`src/rtl/cpu_pkg.sv`:
```
package cpu_pkg;
  localparam int OPC_W  = 4;
  localparam int STEP_W = 3;

  typedef enum logic [OPC_W-1:0] {
    OP_NOP = 4'h0, OP_LDA = 4'h1, OP_ADD = 4'h2, OP_SUB = 4'h3,
    OP_STA = 4'h4, OP_LDI = 4'h5, OP_JMP = 4'h6, OP_JC  = 4'h7,
    OP_JZ  = 4'h8, OP_OUT = 4'hE, OP_HLT = 4'hF
  } opcode_e;

  // bus driver selects, one-hot or none
  typedef struct packed {
    logic pcOut;
    logic memOut;
    logic irOut;
    logic aOut;
    logic aluOut;
  } drive_t;

  typedef struct packed {
    drive_t drv;
    logic   marIn;
    logic   memIn;
    logic   irIn;
    logic   aIn;
    logic   bIn;
    logic   outIn;
    logic   pcIn;
    logic   pcInc;
    logic   aluSub;
    logic   flagIn;
    logic   halt;
    logic   done;
  } ctrl_t;
endpackage

```
`src/rtl/cpu_control.sv`:
```
module cpu_control
  import cpu_pkg::*;
#(
  parameter int STEPW     = STEP_W,
  parameter int LAST_STEP = 4
) (
  input  logic             clk,
  input  logic             rst,
  input  logic             stepEn,
  input  logic [OPC_W-1:0] opcode,
  input  logic             flagC,
  input  logic             flagZ,
  output ctrl_t            ctrl,
  output logic             halted,
  output logic [STEPW-1:0] step
);
  localparam logic [STEPW-1:0] LAST = STEPW'(LAST_STEP);

  logic  haltReg;
  logic  live;
  ctrl_t rawWord;

  function automatic ctrl_t microword(input logic [OPC_W-1:0] op,
                                      input logic [STEPW-1:0] st,
                                      input logic c, input logic z);
    ctrl_t m;
    m = '0;
    case (st)
      STEPW'(0): begin m.drv.pcOut = 1'b1; m.marIn = 1'b1; end
      STEPW'(1): begin m.drv.memOut = 1'b1; m.irIn = 1'b1; m.pcInc = 1'b1; end
      STEPW'(2): begin
        case (opcode_e'(op))
          OP_LDA, OP_ADD, OP_SUB, OP_STA: begin
            m.drv.irOut = 1'b1; m.marIn = 1'b1;
          end
          OP_LDI: begin m.drv.irOut = 1'b1; m.aIn = 1'b1; m.done = 1'b1; end
          OP_JMP: begin m.drv.irOut = 1'b1; m.pcIn = 1'b1; m.done = 1'b1; end
          OP_JC: begin
            m.drv.irOut = c; m.pcIn = c; m.done = 1'b1;
          end
          OP_JZ: begin
            m.drv.irOut = z; m.pcIn = z; m.done = 1'b1;
          end
          OP_OUT: begin m.drv.aOut = 1'b1; m.outIn = 1'b1; m.done = 1'b1; end
          OP_HLT: m.halt = 1'b1;
          default: m.done = 1'b1;
        endcase
      end
      STEPW'(3): begin
        case (opcode_e'(op))
          OP_LDA: begin m.drv.memOut = 1'b1; m.aIn = 1'b1; m.done = 1'b1; end
          OP_ADD, OP_SUB: begin m.drv.memOut = 1'b1; m.bIn = 1'b1; end
          OP_STA: begin m.drv.aOut = 1'b1; m.memIn = 1'b1; m.done = 1'b1; end
          default: m.done = 1'b1;
        endcase
      end
      STEPW'(4): begin
        if (op == OP_ADD || op == OP_SUB) begin
          m.drv.aluOut = 1'b1;
          m.aIn        = 1'b1;
          m.flagIn     = 1'b1;
          m.aluSub     = (op == OP_SUB);
        end
        m.done = 1'b1;
      end
      default: m.done = 1'b1;
    endcase
    return m;
  endfunction

  assign live    = stepEn && !haltReg;
  assign rawWord = microword(opcode, step, flagC, flagZ);
  assign ctrl    = live ? rawWord : '0;
  assign halted  = haltReg;

  always_ff @(posedge clk) begin
    if (rst) begin
      step    <= '0;
      haltReg <= 1'b0;
    end else if (live) begin
      if (rawWord.halt)
        haltReg <= 1'b1;
      else if (rawWord.done || step == LAST)
        step <= '0;
      else
        step <= step + 1'b1;
    end
  end
endmodule

```
`src/rtl/cpu_datapath.sv`:
```
module cpu_datapath
  import cpu_pkg::*;
#(
  parameter int DATA_W = 8,
  parameter int ADDR_W = 4
) (
  input  logic              clk,
  input  logic              rst,
  input  ctrl_t             ctrl,
  input  logic              memWrEn,
  input  logic [ADDR_W-1:0] memWrAddr,
  input  logic [DATA_W-1:0] memWrData,
  output logic [OPC_W-1:0]  opcode,
  output logic              flagC,
  output logic              flagZ,
  output logic [ADDR_W-1:0] pc,
  output logic [DATA_W-1:0] outVal
);
  localparam int DEPTH = 1 << ADDR_W;

  logic [ADDR_W-1:0] mar;
  logic [DATA_W-1:0] ir, regA, regB, busVal, memRd, aluRes;
  logic [DATA_W-1:0] pcExt, irExt, bOperand;
  logic              aluCarry;
  logic [DATA_W-1:0] mem [DEPTH];

  assign pcExt    = DATA_W'(pc);
  assign irExt    = DATA_W'(ir[ADDR_W-1:0]);
  assign memRd    = mem[mar];
  assign bOperand = ctrl.aluSub ? ~regB : regB;
  assign {aluCarry, aluRes} = {1'b0, regA} + {1'b0, bOperand} + (DATA_W+1)'(ctrl.aluSub);

  // one-hot AND-OR bus mux
  assign busVal = ({DATA_W{ctrl.drv.pcOut}}  & pcExt)
                | ({DATA_W{ctrl.drv.memOut}} & memRd)
                | ({DATA_W{ctrl.drv.irOut}}  & irExt)
                | ({DATA_W{ctrl.drv.aOut}}   & regA)
                | ({DATA_W{ctrl.drv.aluOut}} & aluRes);

  assign opcode = ir[DATA_W-1 -: OPC_W];

  always_ff @(posedge clk) begin
    if (rst) begin
      pc     <= '0;
      mar    <= '0;
      ir     <= '0;
      regA   <= '0;
      regB   <= '0;
      outVal <= '0;
      flagC  <= 1'b0;
      flagZ  <= 1'b0;
    end else begin
      if (ctrl.marIn) mar  <= busVal[ADDR_W-1:0];
      if (ctrl.irIn)  ir   <= busVal;
      if (ctrl.aIn)   regA <= busVal;
      if (ctrl.bIn)   regB <= busVal;
      if (ctrl.outIn) outVal <= busVal;
      if (ctrl.pcIn)       pc <= busVal[ADDR_W-1:0];
      else if (ctrl.pcInc) pc <= pc + 1'b1;
      if (ctrl.flagIn) begin
        flagC <= aluCarry;
        flagZ <= (aluRes == '0);
      end
    end
  end

  always_ff @(posedge clk) begin
    if (memWrEn)         mem[memWrAddr] <= memWrData;
    else if (ctrl.memIn) mem[mar]       <= busVal;
  end
endmodule

```
`src/rtl/acc_cpu8.sv`:
```
module acc_cpu8
  import cpu_pkg::*;
#(
  parameter int DATA_W = 8,
  parameter int ADDR_W = DATA_W - OPC_W
) (
  input  logic              clk,
  input  logic              rst,
  input  logic              stepEn,
  input  logic              memWrEn,
  input  logic [ADDR_W-1:0] memWrAddr,
  input  logic [DATA_W-1:0] memWrData,
  output logic [DATA_W-1:0] outVal,
  output logic              halted
);
  ctrl_t             ctrl;
  logic [OPC_W-1:0]  opcode;
  logic              flagC, flagZ;
  logic [ADDR_W-1:0] pc;
  logic [STEP_W-1:0] step;

  cpu_control #(.STEPW(STEP_W), .LAST_STEP(4)) u_ctrl (
    .clk(clk), .rst(rst), .stepEn(stepEn), .opcode(opcode),
    .flagC(flagC), .flagZ(flagZ), .ctrl(ctrl), .halted(halted), .step(step)
  );

  cpu_datapath #(.DATA_W(DATA_W), .ADDR_W(ADDR_W)) u_dp (
    .clk(clk), .rst(rst), .ctrl(ctrl), .memWrEn(memWrEn),
    .memWrAddr(memWrAddr), .memWrData(memWrData), .opcode(opcode),
    .flagC(flagC), .flagZ(flagZ), .pc(pc), .outVal(outVal)
  );
endmodule

```
`config.mk`:
```
export PLATFORM = sky130hd
export DESIGN_NAME = acc_cpu8
export DESIGN_NICKNAME = d
export VERILOG_FILES = /design/src/rtl/cpu_pkg.sv /design/src/rtl/cpu_control.sv /design/src/rtl/cpu_datapath.sv /design/src/rtl/acc_cpu8.sv
export SDC_FILE = /design/constraint.sdc
export NUM_CORES = 1
export LEC_CHECK = 0
export ABC_AREA = 1
export CAP_MARGIN = 20
export CORE_MARGIN = 10
export CORE_UTILIZATION = 28
export DETAILED_ROUTE_END_ITERATION = 7
export DONT_BUFFER_PORTS = 1
export PLACE_DENSITY = 0.47
export SLEW_MARGIN = 10
export SYNTH_ARGS = -nofsm -noshare
export SYNTH_HDL_FRONTEND = slang
export SYNTH_SLANG_ARGS = --single-unit
```
`constraint.sdc`:
```
create_clock -name clk -period 7.4 [get_ports clk]
set_clock_uncertainty 0.1 [all_clocks]
set_input_delay 1.48 -clock clk [delete_from_list [all_inputs] [get_ports clk]]
set_output_delay 1.48 -clock clk [all_outputs]
set_load 0.01 [all_outputs]
```
==> metrics.txt, run 1 <==
R2R setup slack 3740 ps; largest net degree at the start of global routing 66; Post-Layout Cell Count 1,324; Synth top cells by count nand2_1, edfxtp_1, nand3_1; DIE HEIGHT slightly below 200 microns; post-cts sizing count 0; drt first-iter violations ~540; Slew Limit Fails 0; final setup violation count 0; CP required 7460 ps; GR Layer Usage met3 0.0267; area leader, netlist edfxtp_1; antenna cells 0; CTS sink count 178; element type at the critical path end register; share of post-route cells with drive strength above 1 0.0835; Clock Tree Root clkbuf_16; number of buffers inserted by hold repair at cts 0; first drt pass iteration count 5; FP Rows 63; R2R cell count 9; Final ANT Viol Nets 0; H-Tree Depth 4; Seq cells post-synth about 180; actual slew at the worst max-slew pin 1080 ps; Worst path max stage delay 760 ps; run status complete, no violations; Tot Pwr 2.22 mW; Hold Path Class reg2reg; TritonCTS clock tree built; RSZ-0062 raised after global routing no; Critical Path Slowest Stage Cell nor2_1; number of synthesized flops with an enable pin 128; first-pass GRT wire length 37,900 microns; Syn Area/Cell 9.09 sq um; worst hold slack around 400 ps; Fmax 237 MHz; CP Cell Sequence nand2_2, nor2_1, inv_1, o21ai_1, nand3_1, nand2_1, nand2_1, nand2_1; crit-path max FO 16; fill count about 3,100; pwr dens 236 mW/mm^2; Tmin final 4220 ps; slew margin rel. 0.276; final hold vios 0; max cap viols 0; Total Wirelength 24,400 microns; Reg2Reg Launch Point u_ctrl.step[0]$_SDFFE_PP0P_; initial antenna violation count 1; I/O Buffers 0; grt ovf 0; Synthesis Warnings 0; GPL Wtd Cong 0.843; GRT Max-Usage Layer met2; M1 GR Usage 0.191; CTS Buf Count 17; Initial Util 0.283; Via density 4.81; Global Route Usage Sum 0.136; Core Box Area about 0.030 sq mm; Wirelength per Cell 18.4 microns; DRC 0; Die X 193 microns; Post-DP HPWL between 15,000 and 20,000 microns; Seq/Total Area, Yosys 0.580; I/O Pins 25; Crit path top cell by count nand2_1; Worst Hold End u_ctrl.step[1]$_SDFFE_PP0P_; total number of vias 6,372; LEAKAGE roughly 3.8 nW; Synth Net Count 950; TNS Setup 0 ps; M2 GR Usage 0.210; DIE AREA 0.0371 sq mm; pre-CTS setup slack ~2800 ps; Synth cell types 43; Post-Syn Area 0.00835 sq mm; Final period util 0.570; cells after synthesis 919; clk_lat worst skew 430 ps; top post-synthesis cells by area edfxtp_1, dfxtp_1, nand2_1; Worst Hold Path Cells 2; hold_sp u_ctrl.step[1]$_SDFFE_PP0P_; crit path DAT 4280 ps; critical path class in2reg; clock buffer depth 2; Yosys top cell area share 0.460; count leader, synth nand2_1; nets 953; CP Launch Type input port; clock transition at the registers of the reported paths ~70 ps; ys async rst share 0; post-CTS setup buffer count 0; fin worst setup slack 3180 ps; Layout area overhead 12.2%; placed cells 1,290; ys flop type edfxtp_1; R2R Path End u_dp.mem[6][2]$_DFFE_PP_; vias in the first global route between 6,000 and 7,000; Max IR drop VDD 0.164 mV
## area by class of cell
class | count | area (sq um) | area share
clock buffers | 18 | 429 | 0.0458
clock inverters | 13 | 101 | 0.0108
inverters | 114 | 428 | 0.0456
multi-input cells | 593 | 2940 | 0.314
flip-flops and latches | 178 | 4850 | 0.517
well taps | 390 | 488 | 0.0520
repair buffers | 18 | 143 | 0.0152
## cell usage in the layout (no fill, tap or decap), types with 3 or more instances in the layout
master,instances
buf_4,16
or2_0,3
nand3_1,118
a31oi_1,4
clkbuf_16,17
inv_6,6
xor2_1,9
nand4_1,10
ha_1,14
edfxtp_1,128
o21ai_0,16
a22oi_1,17
inv_2,8
inv_1,106
o21a_1,3
o21ai_2,4
o22ai_1,4
a21oi_1,69
nand2_1,235
dfxtp_1,49
nor2_1,55
nand2_2,3
nor2_2,6
## per-layer routing
metal	wire length, microns	vias up
met3	1210	17
met5	7	-
met2	11200	135
met4	196	2
li1	-	3088
met1	11800	3130
## registers in the layout, summed over array words and instances (netlist names), named ones only
register / count
u_dp.regB: 8
u_dp.regA: 8
u_dp.mar: 4
u_dp.flagC: 1
u_ctrl.halted: 1
u_dp.flagZ: 1
u_dp.pc: 4
u_dp.outVal: 8
u_ctrl.step: 3
u_dp.ir: 8
u_dp.mem: 128
## how the worst max path moves through the flow
stage	startpoint	end	cells after the start
after global routing	stepEn	u_dp.mem[10][1]$_DFFE_PP_	8
after floorplan	stepEn	u_dp.mem[0][2]$_DFFE_PP_	11
after CTS	stepEn	u_dp.mem[10][1]$_DFFE_PP_	8
final	stepEn	u_dp.mem[6][2]$_DFFE_PP_	8
after detailed placement	stepEn	u_dp.mem[4][2]$_DFFE_PP_	8
after global placement	stepEn	u_dp.mem[12][1]$_DFFE_PP_	8
## power breakdown
part           total (mW)  switching [mW]  internal (mW)  leakage, nW
sequential           1.11          0.0108           1.09         1.56
combinational       0.269           0.196         0.0737         1.95
clock               0.842           0.407          0.435        0.258
## worst max-delay path, delay by kind of cell
kind / cells / cell delay, ps
and+or+nand+nor: 6 / 1880
AOI/OAI and AO/OA: 1 / 520
buffers and inverters: 1 / 390
## metrics by stage
stage / util / instance area (sq um)
floorplan: - / 8350
global placement: 0.298 / 8810
detailed placement: 0.298 / 8810
CTS: 0.316 / 9350
global route: 0.317 / 9380
finish: 0.317 / 9380
## cell families (layout without fill, tap and decap cells)
family,count (synthesis),in the layout,share of synthesized area
AND/OR/NAND/NOR,443,443,0.232
flip-flops,178,178,0.580
buffers and inverters,148,163,0.0680
AO/OA/AOI/OAI,125,125,0.0863
adder cells (fa/ha/maj),15,15,0.0234
XOR/XNOR,10,10,0.0105
(Power assumes the default switching activity.)
==> inputs of run 2 (changes only) <==
- ABC_AREA: 1 -> 0
- clock period: 7.4 -> 4 ns (I/O delays scaled with it)
==> run 2 against run 1 <==
  * Sequential share of layout area down 0.58 points
  * Combinational power grew 55%
  * Synthesized cell count shrank 39%
  * First-iteration DRC count down 34%
  * Highest routed layer is now met4
  * Wire length shrank 13%
  * Largest cell class unchanged
  * Non-clock buffer count grew 40
  * Total power is 86% higher
  * Register-to-register slack worse by 3400 ps
==> metrics.txt, run 2 <==
run status complete, no violations; max cap viols 0 (unchanged); Die X 190 microns (-1.3%); Layout area overhead 17.0%; DRC 0 (unchanged); element type at the critical path end register; CTS sink count 178 (unchanged); grt ovf 0 (unchanged); TritonCTS clock tree built; Seq/Total Area, Yosys 0.598 (+0.0178); drt first-iter violations 357 (-34%); Global Route Usage Sum 0.118 (-0.0172); Core Box Area 0.0286 sq mm (-3.2%); CTS Buf Count 17 (unchanged); worst hold slack 336 ps (-66.9 ps); I/O Pins 25 (unchanged); clk_lat worst skew 430 ps (about the same); CP Launch Type register; RSZ-0062 raised after global routing no; Clock Tree Root clkbuf_16; share of post-route cells with drive strength above 1 0.206 (+0.122); Hold Path Class in2reg; I/O Buffers 0 (unchanged); Wirelength per Cell 20.9 microns (+14%); Final Core Density 0.331 (+0.0141); Finished Cell Area 0.00948 sq mm (+1.1%); Fmax 275 MHz; H-Tree Depth 4 (unchanged); CP Cell Sequence inv_1, ha_1, nand4b_1, nor2_1, nand2_1, buf_4, o21ai_0, fa_1, a21o_1, a211o_1, a32o_1, a21oi_1, a21oi_1, clkbuf_4; CP required 4070 ps (-3390 ps); antenna cells 0 (unchanged); ys flop type edfxtp_1; Synth top cells by count edfxtp_1, nor2_1, dfxtp_1; post-CTS setup buffer count 0 (unchanged); Tmin final 3640 ps; Seq cells post-synth 178 (unchanged); Critical Path Slowest Stage Cell fa_1; Synth cell types 67 (+56%); cells after synthesis 565 (-39%); Largest Register u_dp.mem; post-cts sizing count 0 (unchanged); critical path class reg2reg; ys async rst share 0 (unchanged); LEAKAGE 3.07 nW (-19%); Worst path max stage delay 480 ps (-280 ps); actual slew at the worst max-slew pin 992 ps (-89.5 ps); max reg flops 128 (unchanged); Final ANT Viol Nets 0 (unchanged); number of buffers inserted by hold repair at cts 0 (unchanged); nets 645 (-32%); final hold vios 0 (unchanged); vias in the first global route 5,081 (-19%); Synth Net Count 596 (-37%); GPL Wtd Cong 0.921 (+9.3%); Total Wirelength 21,200 microns (-13%); crit-path max FO 14 (-2); Via density 5.04 (+4.8%); area leader, netlist edfxtp_1; Syn Area/Cell 14.3 sq um (+58%); clock transition at the registers of the reported paths 70 ps (about the same); DIE HEIGHT 190 microns (-1.3%); Max IR drop VDD 0.277 mV (+69%); number of synthesized flops with an enable pin 128 (unchanged); Initial Util 0.283 (+0.000528); most frequent cells in the layout edfxtp_1, nor2_1, buf_4; Crit path top cell by count a21oi_1; clock buffer depth 2 (unchanged); first drt pass iteration count 5 (unchanged); DP Area 0.00883 sq mm (+0.18%); Final period util 0.909; first-pass GRT wire length 31,900 microns (-16%); fill count 2,761 (-11%); total number of vias 5,098 (-20%); count leader, synth edfxtp_1; top post-synthesis cells by area edfxtp_1, dfxtp_1, mux4_1; Post-Syn Area 0.00810 sq mm (-3.0%); pwr dens 436 mW/mm^2 (+84%); Post-DP HPWL 14,600 microns (-9.1%); Synthesis Warnings 0 (unchanged); FP Rows 62 (-1.6%); initial antenna violation count 0 (-1); slew margin rel. 0.339 (+0.0623); Yosys top cell area share 0.474 (+0.0141); largest net degree at the start of global routing 48 (-27%); DIE AREA 0.0361 sq mm (-2.7%); commonest non-fill, non-tap cell in the layout edfxtp_1; final setup violation count 0 (unchanged); Slew Limit Fails 0 (unchanged); crit path DAT 3700 ps (-580 ps)
## run 2: cell count changes in the layout (fill, tap and decap cells not counted), moves of 10 or more
cell | before | now
xnor2_1 | 1 | 11
nand3_1 | 118 | 1
a22oi_1 | 17 | 0
a21oi_1 | 69 | 16
inv_1 | 106 | 13
a211oi_1 | 1 | 40
nor2_1 | 55 | 71
mux4_2 | 0 | 20
nand2_1 | 235 | 17
buf_4 | 16 | 55
nor3_1 | 2 | 17
mux4_1 | 0 | 19
## run 2: path summary, 6_finish.rpt
| check | startpoint | end | slack (ps) | depth (start not counted) |
|---|---|---|---|---|
| setup / recovery | u_ctrl.step[0]$_SDFFE_PP0P_ | u_dp.mem[7][4]$_DFFE_PP_ | 360 | 14 |
| hold / removal | rst | u_dp.ir[6]$_SDFFE_PP0P_ | 340 | 1 |
| setup reg to reg | u_ctrl.step[0]$_SDFFE_PP0P_ | u_dp.mem[7][4]$_DFFE_PP_ | 360 | 14 |
| hold reg to reg | u_dp.ir[3]$_SDFFE_PP0P_ | u_dp.ir[3]$_SDFFE_PP0P_ | 390 | 2 |
## run 2: final cells by class
cell class / instances / area [sq um] / area share
Clock inverter: 15 / 181 / 0.0191
Multi-Input combinational cell: 346 / 3050 / 0.321
Tap cell: 384 / 480 / 0.0507
Sequential cell: 178 / 4850 / 0.511
Clock buffer: 17 / 425 / 0.0449
Inverter: 13 / 48.8 / 0.00515
Timing Repair Buffer: 58 / 452 / 0.0476
## run 2: worst max-delay path: cells and delay by family, from the launching register on
kind	cells	cell delay, ps
compound gates	6	1230
flops	1	410
buf+inv	3	550
simple gates	3	380
fa+ha+maj	2	700
## run 2: cell families after synthesis
| family | Yosys count | synth area share |
|---|---|---|
| AOI/OAI and AO/OA | 120 | 0.116 |
| buffers and inverters | 41 | 0.0295 |
| DFF | 178 | 0.598 |
| xor gates and xnor gates | 13 | 0.0140 |
| adders and majority gates | 15 | 0.0241 |
| muxes | 42 | 0.121 |
| and+or+nand+nor | 156 | 0.0980 |
## run 2: layer usage
metal,vias to the layer above,track usage,wire length (microns)
li1,2351,-,-
met4,0,0.0284,240
met5,-,0,0
met1,2610,0.143,8880
met3,12,0.0297,1100
met2,125,0.207,10900
## run 2: report_power, final
part           total [mW]  internal [mW]  switching [mW]
logic               0.418          0.196           0.222
registers            2.06           2.02          0.0409
clock network        1.65          0.845           0.805
total                4.13           3.06            1.07
## run 2: per-stage QoR
stage	instances	power [mW]	setup slack, ps	TNS, ps
CTS	1007	4.18	26.4	0
floorplan	565	2.40	167	0
detailed placement	975	2.53	-17.7	-278
finish	1011	4.13	364	0
global placement	974	2.52	166	0
global route	1011	4.30	95.9	0
